<file path="src/rtl/idb_pkg.sv">
package idb_pkg;
  localparam int unsigned LINES  = 32;
  localparam int unsigned PRIO_W = 4;
  localparam int unsigned ADDR_W = 12;
  localparam int unsigned DATA_W = 32;

  // address pages (bits 11:8)
  localparam logic [3:0] PAGE_SHARED = 4'h2;
  localparam logic [3:0] PAGE_PRIO   = 4'h3;

  // shared page offsets
  localparam logic [7:0] OFF_POL   = 8'h00;
  localparam logic [7:0] OFF_LATCH = 8'h04;

  typedef enum logic [2:0] {
    BR_NONE,
    BR_STATUS,
    BR_RAW,
    BR_EN_SET,
    BR_EN_CLR,
    BR_CUR,
    BR_ACK,
    BR_CEIL
  } bank_reg_e;

  function automatic bank_reg_e decode_bank_off(input logic [7:0] off);
    bank_reg_e r;
    case (off)
      8'h00:   r = BR_STATUS;
      8'h04:   r = BR_RAW;
      8'h08:   r = BR_EN_SET;
      8'h0C:   r = BR_EN_CLR;
      8'h20:   r = BR_CUR;
      8'h28:   r = BR_ACK;
      8'h2C:   r = BR_CEIL;
      default: r = BR_NONE;
    endcase
    return r;
  endfunction
endpackage

</file>
<file path="src/rtl/idb_condition.sv">
module idb_condition #(
  parameter int unsigned N = 32
) (
  input  logic         clk,
  input  logic         rst_n,
  input  logic [N-1:0] req_i,
  input  logic [N-1:0] pol_i,
  input  logic [N-1:0] sticky_i,
  input  logic [N-1:0] clr_i,
  output logic [N-1:0] cond_o
);
  logic [N-1:0] req_q;
  logic [N-1:0] latch_q, latch_d;
  logic [N-1:0] level;

  always_comb begin
    level   = req_q ^ ~pol_i;
    latch_d = sticky_i & ((latch_q & ~clr_i) | level);
    cond_o  = level | (sticky_i & latch_q);
  end

  always_ff @(posedge clk or negedge rst_n) begin
    if (!rst_n) begin
      req_q   <= '0;
      latch_q <= '0;
    end else begin
      req_q   <= req_i;
      latch_q <= latch_d;
    end
  end

  // a latched pending line not being released stays pending
  p_sticky_hold_r5: assert property (@(posedge clk) disable iff (!rst_n)
    |(cond_o & sticky_i & ~clr_i) |=>
      (((cond_o | ~sticky_i) & $past(cond_o & sticky_i & ~clr_i))
        == $past(cond_o & sticky_i & ~clr_i)));

  // a released line with no active level drops its latch
  p_release_r9: assert property (@(posedge clk) disable iff (!rst_n)
    |(clr_i & ~level) |=> ((latch_q & $past(clr_i & ~level)) == '0));
endmodule

</file>
<file path="src/rtl/idb_arbiter.sv">
module idb_arbiter #(
  parameter int unsigned N  = 32,
  parameter int unsigned PW = 4,
  localparam int unsigned IW = $clog2(N)
) (
  input  logic                 clk,
  input  logic                 rst_n,
  input  logic [N-1:0]         qual_i,
  input  logic [N-1:0][PW-1:0] prio_i,
  output logic                 valid_o,
  output logic [IW-1:0]        idx_o
);
  logic [PW-1:0] best;

  // scan from the top line down; "<=" lets lower numbers win ties
  always_comb begin
    valid_o = 1'b0;
    idx_o   = '0;
    best    = '1;
    for (int i = N - 1; i >= 0; i--) begin
      if (qual_i[i] && (!valid_o || prio_i[i] <= best)) begin
        valid_o = 1'b1;
        best    = prio_i[i];
        idx_o   = IW'(i);
      end
    end
  end

  p_win_qualified_r8: assert property (@(posedge clk) disable iff (!rst_n)
    valid_o |-> qual_i[idx_o]);

  p_any_gives_valid_r8: assert property (@(posedge clk) disable iff (!rst_n)
    (|qual_i) |-> valid_o);

  for (genvar g = 0; g < N; g++) begin : g_chk
    p_no_better_r8: assert property (@(posedge clk) disable iff (!rst_n)
      qual_i[g] |-> ((prio_i[g] > prio_i[idx_o]) ||
                     ((prio_i[g] == prio_i[idx_o]) && (IW'(g) >= idx_o))));
  end
endmodule

</file>
<file path="src/rtl/idb_bank.sv">
module idb_bank #(
  parameter int unsigned N  = 32,
  parameter int unsigned PW = 4,
  localparam int unsigned IW = $clog2(N)
) (
  input  logic                 clk,
  input  logic                 rst_n,
  input  logic [N-1:0]         cond_i,
  input  logic [N-1:0][PW-1:0] prio_i,
  input  logic                 set_we_i,
  input  logic                 clr_we_i,
  input  logic                 ceil_we_i,
  input  logic                 ack_i,
  input  logic [N-1:0]         mask_data_i,
  input  logic [PW-1:0]        ceil_data_i,
  output logic [N-1:0]         en_o,
  output logic [PW-1:0]        ceil_o,
  output logic [N-1:0]         status_o,
  output logic [IW-1:0]        cur_o,
  output logic                 irq_o,
  output logic [N-1:0]         latch_clr_o
);
  logic [N-1:0]  en_q, en_d;
  logic          en_ce;
  logic [PW-1:0] ceil_q;
  logic [N-1:0]  in_range;
  logic          win_valid;
  logic [IW-1:0] win_idx;

  always_comb begin
    en_ce = set_we_i | clr_we_i;
    en_d  = en_q;
    if (set_we_i)      en_d = en_q | mask_data_i;
    else if (clr_we_i) en_d = en_q & ~mask_data_i;
  end

  always_ff @(posedge clk or negedge rst_n) begin
    if (!rst_n)     en_q <= '0;
    else if (en_ce) en_q <= en_d;
  end

  always_ff @(posedge clk or negedge rst_n) begin
    if (!rst_n)         ceil_q <= '0;
    else if (ceil_we_i) ceil_q <= ceil_data_i;
  end

  for (genvar g = 0; g < N; g++) begin : g_range
    assign in_range[g] = (prio_i[g] <= ceil_q);
  end

  assign status_o    = cond_i & en_q & in_range;
  assign irq_o       = |status_o;
  assign en_o        = en_q;
  assign ceil_o      = ceil_q;
  assign latch_clr_o = ack_i ? en_q : '0;

  idb_arbiter #(.N(N), .PW(PW)) u_arb (
    .clk     (clk),
    .rst_n   (rst_n),
    .qual_i  (status_o),
    .prio_i  (prio_i),
    .valid_o (win_valid),
    .idx_o   (win_idx)
  );

  assign cur_o = win_valid ? win_idx : '0;

  p_enable_set_r3: assert property (@(posedge clk) disable iff (!rst_n)
    set_we_i |=> ((en_q & $past(mask_data_i)) == $past(mask_data_i)));

  p_enable_clear_r3: assert property (@(posedge clk) disable iff (!rst_n)
    clr_we_i |=> ((en_q & $past(mask_data_i)) == '0));

  p_enable_keep_r3: assert property (@(posedge clk) disable iff (!rst_n)
    !(set_we_i || clr_we_i) |=> $stable(en_q));

  p_ceiling_load_r7: assert property (@(posedge clk) disable iff (!rst_n)
    ceil_we_i |=> (ceil_q == $past(ceil_data_i)));
endmodule

</file>
<file path="src/rtl/dual_bank_intc.sv">
module dual_bank_intc
  import idb_pkg::*;
#(
  parameter int unsigned N_LINES   = LINES,
  parameter int unsigned PRIO_BITS = PRIO_W
) (
  input  logic               clk,
  input  logic               rst_n,
  input  logic [N_LINES-1:0] req_i,
  input  logic               bus_sel_i,
  input  logic               bus_we_i,
  input  logic [ADDR_W-1:0]  bus_addr_i,
  input  logic [DATA_W-1:0]  bus_wdata_i,
  output logic [DATA_W-1:0]  bus_rdata_o,
  output logic               irq_norm_o,
  output logic               irq_fast_o
);
  localparam int unsigned NBANK = 2;
  localparam int unsigned IDXW  = $clog2(N_LINES);

  logic [3:0]      page;
  logic [7:0]      off;
  bank_reg_e       breg;
  logic            rd_acc, wr_acc;

  logic [N_LINES-1:0]                pol_q, stk_q;
  logic [N_LINES-1:0][PRIO_BITS-1:0] prio_q;
  logic            pol_ce, stk_ce, prio_ce, prio_hit;
  logic [IDXW-1:0] prio_sel;

  logic [N_LINES-1:0] cond, clr_all;

  logic [NBANK-1:0][N_LINES-1:0]   b_en, b_status, b_clr;
  logic [NBANK-1:0][PRIO_BITS-1:0] b_ceil;
  logic [NBANK-1:0][IDXW-1:0]      b_cur;
  logic [NBANK-1:0]                b_irq, b_hit, b_ack;

  // ---------------- address decode ----------------
  always_comb begin
    page     = bus_addr_i[11:8];
    off      = bus_addr_i[7:0];
    breg     = decode_bank_off(off);
    rd_acc   = bus_sel_i & ~bus_we_i;
    wr_acc   = bus_sel_i & bus_we_i;
    prio_sel = off[IDXW+1:2];
    prio_hit = (page == PAGE_PRIO) && (off[1:0] == 2'b00) &&
               (off[7:IDXW+2] == '0) && (int'(prio_sel) < int'(N_LINES));
    pol_ce   = wr_acc && (page == PAGE_SHARED) && (off == OFF_POL);
    stk_ce   = wr_acc && (page == PAGE_SHARED) && (off == OFF_LATCH);
    prio_ce  = wr_acc && prio_hit;
  end

  // ---------------- shared configuration ----------------
  always_ff @(posedge clk or negedge rst_n) begin
    if (!rst_n)      pol_q <= '0;
    else if (pol_ce) pol_q <= bus_wdata_i[N_LINES-1:0];
  end

  always_ff @(posedge clk or negedge rst_n) begin
    if (!rst_n)      stk_q <= '0;
    else if (stk_ce) stk_q <= bus_wdata_i[N_LINES-1:0];
  end

  always_ff @(posedge clk or negedge rst_n) begin
    if (!rst_n)       prio_q           <= '0;
    else if (prio_ce) prio_q[prio_sel] <= bus_wdata_i[PRIO_BITS-1:0];
  end

  // ---------------- request conditioning ----------------
  always_comb begin
    clr_all = '0;
    for (int b = 0; b < int'(NBANK); b++) clr_all = clr_all | b_clr[b];
  end

  idb_condition #(.N(N_LINES)) u_cond (
    .clk      (clk),
    .rst_n    (rst_n),
    .req_i    (req_i),
    .pol_i    (pol_q),
    .sticky_i (stk_q),
    .clr_i    (clr_all),
    .cond_o   (cond)
  );

  // ---------------- output banks ----------------
  for (genvar b = 0; b < NBANK; b++) begin : g_bank
    assign b_hit[b] = (page == 4'(b));
    assign b_ack[b] = rd_acc && b_hit[b] && (breg == BR_ACK);

    idb_bank #(.N(N_LINES), .PW(PRIO_BITS)) u_bank (
      .clk         (clk),
      .rst_n       (rst_n),
      .cond_i      (cond),
      .prio_i      (prio_q),
      .set_we_i    (wr_acc && b_hit[b] && (breg == BR_EN_SET)),
      .clr_we_i    (wr_acc && b_hit[b] && (breg == BR_EN_CLR)),
      .ceil_we_i   (wr_acc && b_hit[b] && (breg == BR_CEIL)),
      .ack_i       (b_ack[b]),
      .mask_data_i (bus_wdata_i[N_LINES-1:0]),
      .ceil_data_i (bus_wdata_i[PRIO_BITS-1:0]),
      .en_o        (b_en[b]),
      .ceil_o      (b_ceil[b]),
      .status_o    (b_status[b]),
      .cur_o       (b_cur[b]),
      .irq_o       (b_irq[b]),
      .latch_clr_o (b_clr[b])
    );
  end

  assign irq_norm_o = b_irq[0];
  assign irq_fast_o = b_irq[1];

  // ---------------- read path ----------------
  always_comb begin
    bus_rdata_o = '0;
    if (rd_acc) begin
      for (int b = 0; b < int'(NBANK); b++) begin
        if (b_hit[b]) begin
          case (breg)
            BR_STATUS: bus_rdata_o = DATA_W'(b_status[b]);
            BR_RAW:    bus_rdata_o = DATA_W'(cond);
            BR_EN_SET: bus_rdata_o = DATA_W'(b_en[b]);
            BR_CUR:    bus_rdata_o = DATA_W'(b_cur[b]);
            BR_CEIL:   bus_rdata_o = DATA_W'(b_ceil[b]);
            default:   bus_rdata_o = '0;
          endcase
        end
      end
      if (page == PAGE_SHARED && off == OFF_POL)   bus_rdata_o = DATA_W'(pol_q);
      if (page == PAGE_SHARED && off == OFF_LATCH) bus_rdata_o = DATA_W'(stk_q);
      if (prio_hit) bus_rdata_o = DATA_W'(prio_q[prio_sel]);
    end
  end

  // each output follows its own status word
  p_norm_irq_r7: assert property (@(posedge clk) disable iff (!rst_n)
    irq_norm_o == (b_status[0] != '0));

  // an acknowledge read returns zero
  p_ack_reads_zero_r9: assert property (@(posedge clk) disable iff (!rst_n)
    (b_ack != '0) |-> (bus_rdata_o == '0));
endmodule

</file>
<file path="config.mk">
export PLATFORM = sky130hd
export DESIGN_NAME = dual_bank_intc
export DESIGN_NICKNAME = d
export VERILOG_FILES = /design/src/rtl/idb_pkg.sv /design/src/rtl/idb_condition.sv /design/src/rtl/idb_arbiter.sv /design/src/rtl/idb_bank.sv /design/src/rtl/dual_bank_intc.sv
export SDC_FILE = /design/constraint.sdc
export NUM_CORES = 1
export LEC_CHECK = 0
export BUFFER_PORTS_ARGS = -buffer_cell sky130_fd_sc_hd__buf_4
export CAP_MARGIN = 15
export CORE_AREA = 2 2 286 288
export DETAILED_ROUTE_END_ITERATION = 10
export DIE_AREA = 0 0 288 290
export PLACE_DENSITY = 0.63
export SLEW_MARGIN = 0
export SYNTH_ARGS = -nofsm -noshare
export SYNTH_HDL_FRONTEND = slang
export SYNTH_SLANG_ARGS = --single-unit
</file>
<file path="constraint.sdc">
create_clock -name clk -period 116.8 [get_ports clk]
set_clock_uncertainty 0.2 [all_clocks]
set_input_delay 17.52 -clock clk [delete_from_list [all_inputs] [get_ports clk]]
set_output_delay 17.52 -clock clk [all_outputs]
set_load 0.03 [all_outputs]
</file>
* Yosys cells after proc, flatten, opt, wreduce, memory -nomap -nowiden
Cells that the tools add are included.
Word-level totals: bits in registers 328, input bits 80, output and inout bits 34
Operators by class: magnitude comparators 128, eq/ne operators 16, mux-type cells 212, bitwise operators 24, reduce and logical (&&, ||, !) cells 216
Operators with widths (count):
- 4-bit less-or-equal comparator | 126
- 32-bit two-way mux | 12
- 5-bit two-way mux | 66
- 32-bit one-hot mux with 5 select lines | 2
- 32-bit AND | 9
- 4-bit two-way mux | 64
- 32-bit bitwise OR | 5
- 128-bit bitwise mux | 1
- 32-bit NOT | 3
- 1-bit logical AND | 83
- 1-bit two-way mux | 64
- 32-bit OR reduction | 2
- 1-bit logical NOT | 62
- 1-bit logical OR | 62
- 32-bit XOR | 1
- 8-bit by 6-bit == test with 1-bit output (second input constant) | 3
- 3-bit one-hot mux with 7 select lines | 1
- 4-bit binary-select mux with 5-bit select | 1
- 4-bit demux with 5-bit select | 1
- 8-bit by 4-bit == test with 1-bit output (second input constant) | 2
- 3-bit == test (second input constant) | 4
- 4-bit by 2-bit == test with 1-bit output (second input constant) | 2
- 8-bit by 3-bit == test with 1-bit output (second input constant) | 1
- 8-bit logical NOT | 1
- other kinds (12) | 18

* Logic depth before layout (Yosys ltp)
depth in word-level cells 138, gate-level depth with buffers 317, gate-level depth less buffers 308

* Cells and area by module
A second synthesis with hierarchy kept.
Unflattened totals: cell total of the unflattened synthesis 4307, area total of the unflattened synthesis 37244.5 um^2
By module, submodules not included:
- dual_bank_intc | instances 1, cells each 863, area an instance 11000.6 um^2, sequential area each 4804.6 um^2
- idb_bank | instances 2, cells each 556, area an instance 4753.3 um^2, sequential area each 900.9 um^2
- idb_arbiter (g_bank[0].u_bank.u_arb) | instances 1, cells each 1059, area an instance 7204.4 um^2, sequential area each 0.0 um^2
- idb_arbiter (g_bank[1].u_bank.u_arb) | instances 1, cells each 1049, area an instance 6970.4 um^2, sequential area each 0.0 um^2
- idb_condition | instances 1, cells each 224, area an instance 2562.5 um^2, sequential area each 1601.5 um^2

* Worst setup path after synthesis
OpenSTA, ideal clock, no wires.
path kind register to output, from register g_bank[0].u_bank.ceil_q[1], to output port bus_rdata_o[4], data arrival time 50.776 ns, required time 99.080 ns, setup slack 48.304 ns, cell stages (with the launch flop) 270, path buffers 5, cells stage by stage dfrtp_1 > inv_1 > ha_1 > nor2b_1 > o21ai_0 > a32o_1 > nand2_1 > nor2_1 > ha_1 > nor2b_1 > a2111oi_0 > and3_1 > o31ai_2 > nor2_1 > a21oi_1 > inv_1 > ha_1 > a21o_1 > (+234 left out) > nand2_1 > nand2_1 > clkbuf_1 > nor2_1 > a31o_2 > a31o_1 > ha_1 > nor2b_1 > o21ai_0 > nand2b_1 > a21oi_1 > a41oi_1 > o221ai_1 > a21oi_1 > and3_1 > and4b_1 > o21ai_1 > a221oi_2
Between the ends: cells in the longest elaborated chain, start to end 135, elaborated cells on any way between the ends 260, those cells by class 63 x order compare; 103 x mux; 1 x bitwise; 93 x reduce/logical
Ends and longest elaborated chain:
- start: declaration | RTL line idb_bank.sv:25 | logic [PW-1:0] ceil_q;
- start signal: assignment | RTL line idb_bank.sv:44 | else if (ceil_we_i) ceil_q <= ceil_data_i;
- 4-bit less-or-equal comparator | RTL line idb_bank.sv:48 | assign in_range[g] = (prio_i[g] <= ceil_q);
- 32-bit AND * | RTL line idb_bank.sv:51 | assign status_o = cond_i & en_q & in_range;
- 4-bit two-way mux or 1-bit two-way mux (tied branches) | RTL line idb_arbiter.sv:21 | if (qual_i[i] && (!valid_o || prio_i[i] <= best)) begin
- 4-bit less-or-equal comparator or 1-bit logical NOT (tied branches) | RTL line idb_arbiter.sv:21
- 1-bit logical OR | RTL line idb_arbiter.sv:21
- 1-bit logical AND | RTL line idb_arbiter.sv:21
- 4-bit two-way mux or 1-bit two-way mux (tied branches) | RTL line idb_arbiter.sv:21
- 4-bit less-or-equal comparator or 1-bit logical NOT (tied branches) | RTL line idb_arbiter.sv:21
- (+118 left out)
- 5-bit two-way mux or 1-bit two-way mux (tied branches) | RTL line idb_arbiter.sv:21
- 5-bit two-way mux | RTL line idb_bank.sv:66 | assign cur_o = win_valid ? win_idx : '0;
- 32-bit one-hot mux with 5 select lines * | RTL line dual_bank_intc.sv:119 | case (breg)
- 32-bit two-way mux * (2 in series) | RTL line dual_bank_intc.sv:118 | if (b_hit[b]) begin
- 32-bit two-way mux * | RTL line dual_bank_intc.sv:129 | if (page == PAGE_SHARED && off == OFF_POL) bus_rdata_o = DATA_W'(pol_q);
- 32-bit two-way mux * | RTL line dual_bank_intc.sv:130 | if (page == PAGE_SHARED && off == OFF_LATCH) bus_rdata_o = DATA_W'(stk_q);
- 32-bit two-way mux * | RTL line dual_bank_intc.sv:131 | if (prio_hit) bus_rdata_o = DATA_W'(prio_q[prio_sel]);
- 32-bit two-way mux * | RTL line dual_bank_intc.sv:116 | if (rd_acc) begin
- end: declaration | RTL line dual_bank_intc.sv:14 | output logic [DATA_W-1:0] bus_rdata_o,
Every way passes the cells marked *; elsewhere a longest branch is shown, timed or not.

* Worst setup path after layout
from register g_bank[1].u_bank.ceil_q[1], to output port bus_rdata_o[4]
Between the ends: cells in the longest elaborated chain, start to end 134, elaborated cells on any way between the ends 259, those cells by class 63 x order compare; 102 x mux; 1 x bitwise; 93 x reduce/logical
Ends and longest elaborated chain (RTL line):
- start: declaration | idb_bank.sv:25
- start signal: assignment | idb_bank.sv:44
- 4-bit less-or-equal comparator | idb_bank.sv:48
- 32-bit AND * | idb_bank.sv:51
- 4-bit two-way mux or 1-bit two-way mux (tied branches) | idb_arbiter.sv:21
- 4-bit less-or-equal comparator or 1-bit logical NOT (tied branches) | idb_arbiter.sv:21
- 1-bit logical OR | idb_arbiter.sv:21
- 1-bit logical AND | idb_arbiter.sv:21
- 4-bit two-way mux or 1-bit two-way mux (tied branches) | idb_arbiter.sv:21
- 4-bit less-or-equal comparator or 1-bit logical NOT (tied branches) | idb_arbiter.sv:21
- (+118 left out)
- 5-bit two-way mux or 1-bit two-way mux (tied branches) | idb_arbiter.sv:21
- 5-bit two-way mux | idb_bank.sv:66
- 32-bit one-hot mux with 5 select lines * | dual_bank_intc.sv:119
- 32-bit two-way mux * | dual_bank_intc.sv:118
- 32-bit two-way mux * | dual_bank_intc.sv:129
- 32-bit two-way mux * | dual_bank_intc.sv:130
- 32-bit two-way mux * | dual_bank_intc.sv:131
- 32-bit two-way mux * | dual_bank_intc.sv:116
Marks and branches as above.

==> flow_metrics.env <==
export IMPL_outcome="finished clean"
export IMPL_netlist_instances=3953
export IMPL_clock_latency_ns=0.60
export IMPL_synth_edf_count=0
export IMPL_ant_nets=0
export IMPL_pre_cts_slack_ns=39.69
export IMPL_hpwl_mm=98.1
export IMPL_final_util_pct=47.1
export IMPL_worst_ep_required_time_ns=99.08
export IMPL_syn_avg_cell_area_sq_um=8.71
export IMPL_routed_wl_mm=133
export IMPL_clock_sinks=328
export IMPL_cp_common_cell="a21oi_1"
export IMPL_critPathMaxFanout=13
export IMPL_yosys_top_cells_area="dfrtp_1 (24%), ha_1 (17%), mux2_2 (6.8%)"
export IMPL_rsz0062_at_grt="no"
export IMPL_startpoint_type="register"
export IMPL_antenna_cells=0
export IMPL_die_width_microns=288
export IMPL_peakVddDrop_uv=12.2
export IMPL_critical_path_max_stage_delay_ns=0.82
export IMPL_setup_violations=0
export IMPL_yosys_area_top_type="dfrtp_1"
export IMPL_end_kind="primary output"
export IMPL_grt_max_degree=89
export IMPL_grt_pass1_wl_mm=200
export IMPL_synthArstFlopShare_pct=100
export IMPL_ys_flop_type="dfrtp_1"
export IMPL_fin_setup_tns_ns=0
export IMPL_viasPerCell=6.54
export IMPL_drt_first_pass_iters=9
export IMPL_cts_made_buffers=42
export IMPL_wl_per_cell_microns=26.0
export IMPL_synth_area_sq_mm=0.0344
export IMPL_ys_top_cells_by_count="ha_1 (475), nand2_1 (370), dfrtp_1 (328)"
export IMPL_dieArea_sq_mm=0.0835
export IMPL_worst_pin_slew_ns=1.13
export IMPL_pin_count=114
export IMPL_yosysTopAreaCellShare_pct=23.8
export IMPL_cpMaxStageDelayCell="o311ai_0"
export IMPL_yosysMostFrequentCell="ha_1"
export IMPL_drive_gt1_share_pct=14.4
export IMPL_yosys_warnings=0
export IMPL_post_route_period_util_pct=67.3
export IMPL_core_sq_mm=0.0802
export IMPL_port_buffer_count=113
export IMPL_gp_congestion=1.01
export IMPL_grt_antenna_before_repair=6
export IMPL_cts_root_buf="clkbuf_16"
export IMPL_synth_seq_cells=328
export IMPL_clockBufferDepth=3
export IMPL_grt_overflow=0
export IMPL_grt_use_total_pct=31.3
export IMPL_fp_row_count=104
export IMPL_die_h_microns=290
export IMPL_cts_resized=0
export IMPL_fin_crit_ns=78.59
export IMPL_nNetsFinal=4575
export IMPL_drt_initial_drc_count=3826
export IMPL_areaGrowthSynthToFinish_pct=9.76
export IMPL_cp_arrival_ns=60.87
export IMPL_p_per_area_mw_per_mm2=7.02
export IMPL_rrSetupSlack_ns=115.40
export IMPL_fin_ws_ns=38.21
export IMPL_cts_setup_buffers=0
export IMPL_hold_buffers=0
export IMPL_hold_class="register to register"
export IMPL_fmax_mhz=12.7
export IMPL_slew_viol_final=0
export IMPL_h_tree_depth=2
export IMPL_floorplan_initialDensity_pct=42.9
export IMPL_critical_path_class="register to primary output"
export IMPL_synth_seq_area_share_pct=23.8
export IMPL_dp_cells=5035
export IMPL_vias=33451
export IMPL_maxCapViolations=0
export IMPL_grt_pass1_vias=31101
export IMPL_instances_no_fill=5111
export IMPL_hold_violations=0
export IMPL_power_leakage_nw=17.7
export IMPL_synthesis_nets=4508
export IMPL_clk_pin_slew_worst_paths_ns=0.07
export IMPL_relSlewSlack_pct=24.2
export IMPL_drcViolationCount=0
export IMPL_synth_cell_types=126
export IMPL_tritoncts="done"
-- worst max-delay path: cells and delay by family (launching register included) --
family | cells | cell delay, ns
multiplexers | 8 | 3.12
flip-flops | 1 | 0.51
adder cells (fa/ha/maj) | 32 | 9.22
AO/OA/AOI/OAI | 151 | 32.43
AND/OR/NAND/NOR | 90 | 12.92
buffers and inverters | 12 | 1.96
-- metal layers --
| layer | global-route usage (%) | up-vias | wire, microns |
|---|---|---|---|
| li1 | - | 15183 | - |
| met1 | 45.6 | 16195 | 58400 |
| met2 | 45.4 | 1771 | 55000 |
| met3 | 5.28 | 296 | 13000 |
| met4 | 12.7 | 6 | 6270 |
| met5 | 0 | - | 40 |
-- layout by cell type (no fill, tap or decap), drive strengths merged, types with 17 or more instances in the layout --
master,instances
ha,475
nand2,370
dfrtp,328
nor2,270
a21oi,266
o21ai,262
mux2,210
inv,187
buf,158
nor2b,140
nand3,94
a21o,88
nand2b,87
a22o,74
o21a,69
clkbuf,60
nor3,53
a22oi,50
nand4,45
a41o,42
mux2i,40
and2,40
a31oi,39
xnor2,36
a221oi,36
mux4,35
and3,34
a41oi,33
a211oi,33
a222oi,29
or2,25
o211ai,23
or3,21
nor4,19
o22ai,18
o31ai,17
-- report_power, final --
part           total (mW)  internal (mW)  switching [mW]
registers           0.115          0.114        0.000968
logic              0.0183        0.00620          0.0121
clock network       0.131         0.0746          0.0568
total               0.265          0.195          0.0698
-- stage by stage --
step / hold WS, ns / instance area (sq um) / power, mW
after floorplan: 0.281 / 34400 / 0.126
after global placement: 0.297 / 36400 / 0.135
after detailed placement: 0.306 / 36400 / 0.135
after CTS: 0.319 / 37800 / 0.267
after global routing: 0.350 / 37800 / 0.273
final: 0.319 / 37800 / 0.265
-- area by class of cell --
class                   count  area (sq um)
repair buffers            158          1190
inverters                 189           709
clock buffers              60          1210
flip-flops and latches    328          8210
fillers                  7825         42400
well taps                1060          1330
multi-input cells        3301         25000
clock inverters            15           126
-- final timing paths --
path | cells after the start | to | startpoint
min | 2 | u_cond.latch_q[4] | u_cond.latch_q[4]
max reg2reg | 2 | g_bank[0].u_bank.ceil_o[0] | g_bank[0].u_bank.ceil_o[0]
max | 293 | bus_rdata_o[4] | g_bank[1].u_bank.ceil_o[1]
max in group asynchronous | 3 | async pin | rst_n
min in group asynchronous | 1 | u_cond.req_q[29] | rst_n
min reg2reg | 2 | u_cond.latch_q[4] | u_cond.latch_q[4]
-- logic make-up (layout without fill, tap and decap cells) --
| group | Yosys count | after routing | share of synthesized area [%] |
|---|---|---|---|
| AOI/OAI and AO/OA | 1261 | 1261 | 25.9 |
| and+or+nand+nor | 1236 | 1236 | 17.8 |
| adders and majority gates | 480 | 480 | 17.4 |
| DFF | 328 | 328 | 23.8 |
| buffers and inverters | 324 | 422 | 3.74 |
| muxes | 285 | 285 | 10.3 |
| xor gates and xnor gates | 39 | 39 | 0.992 |
Power figures use the tool's default switching activity.
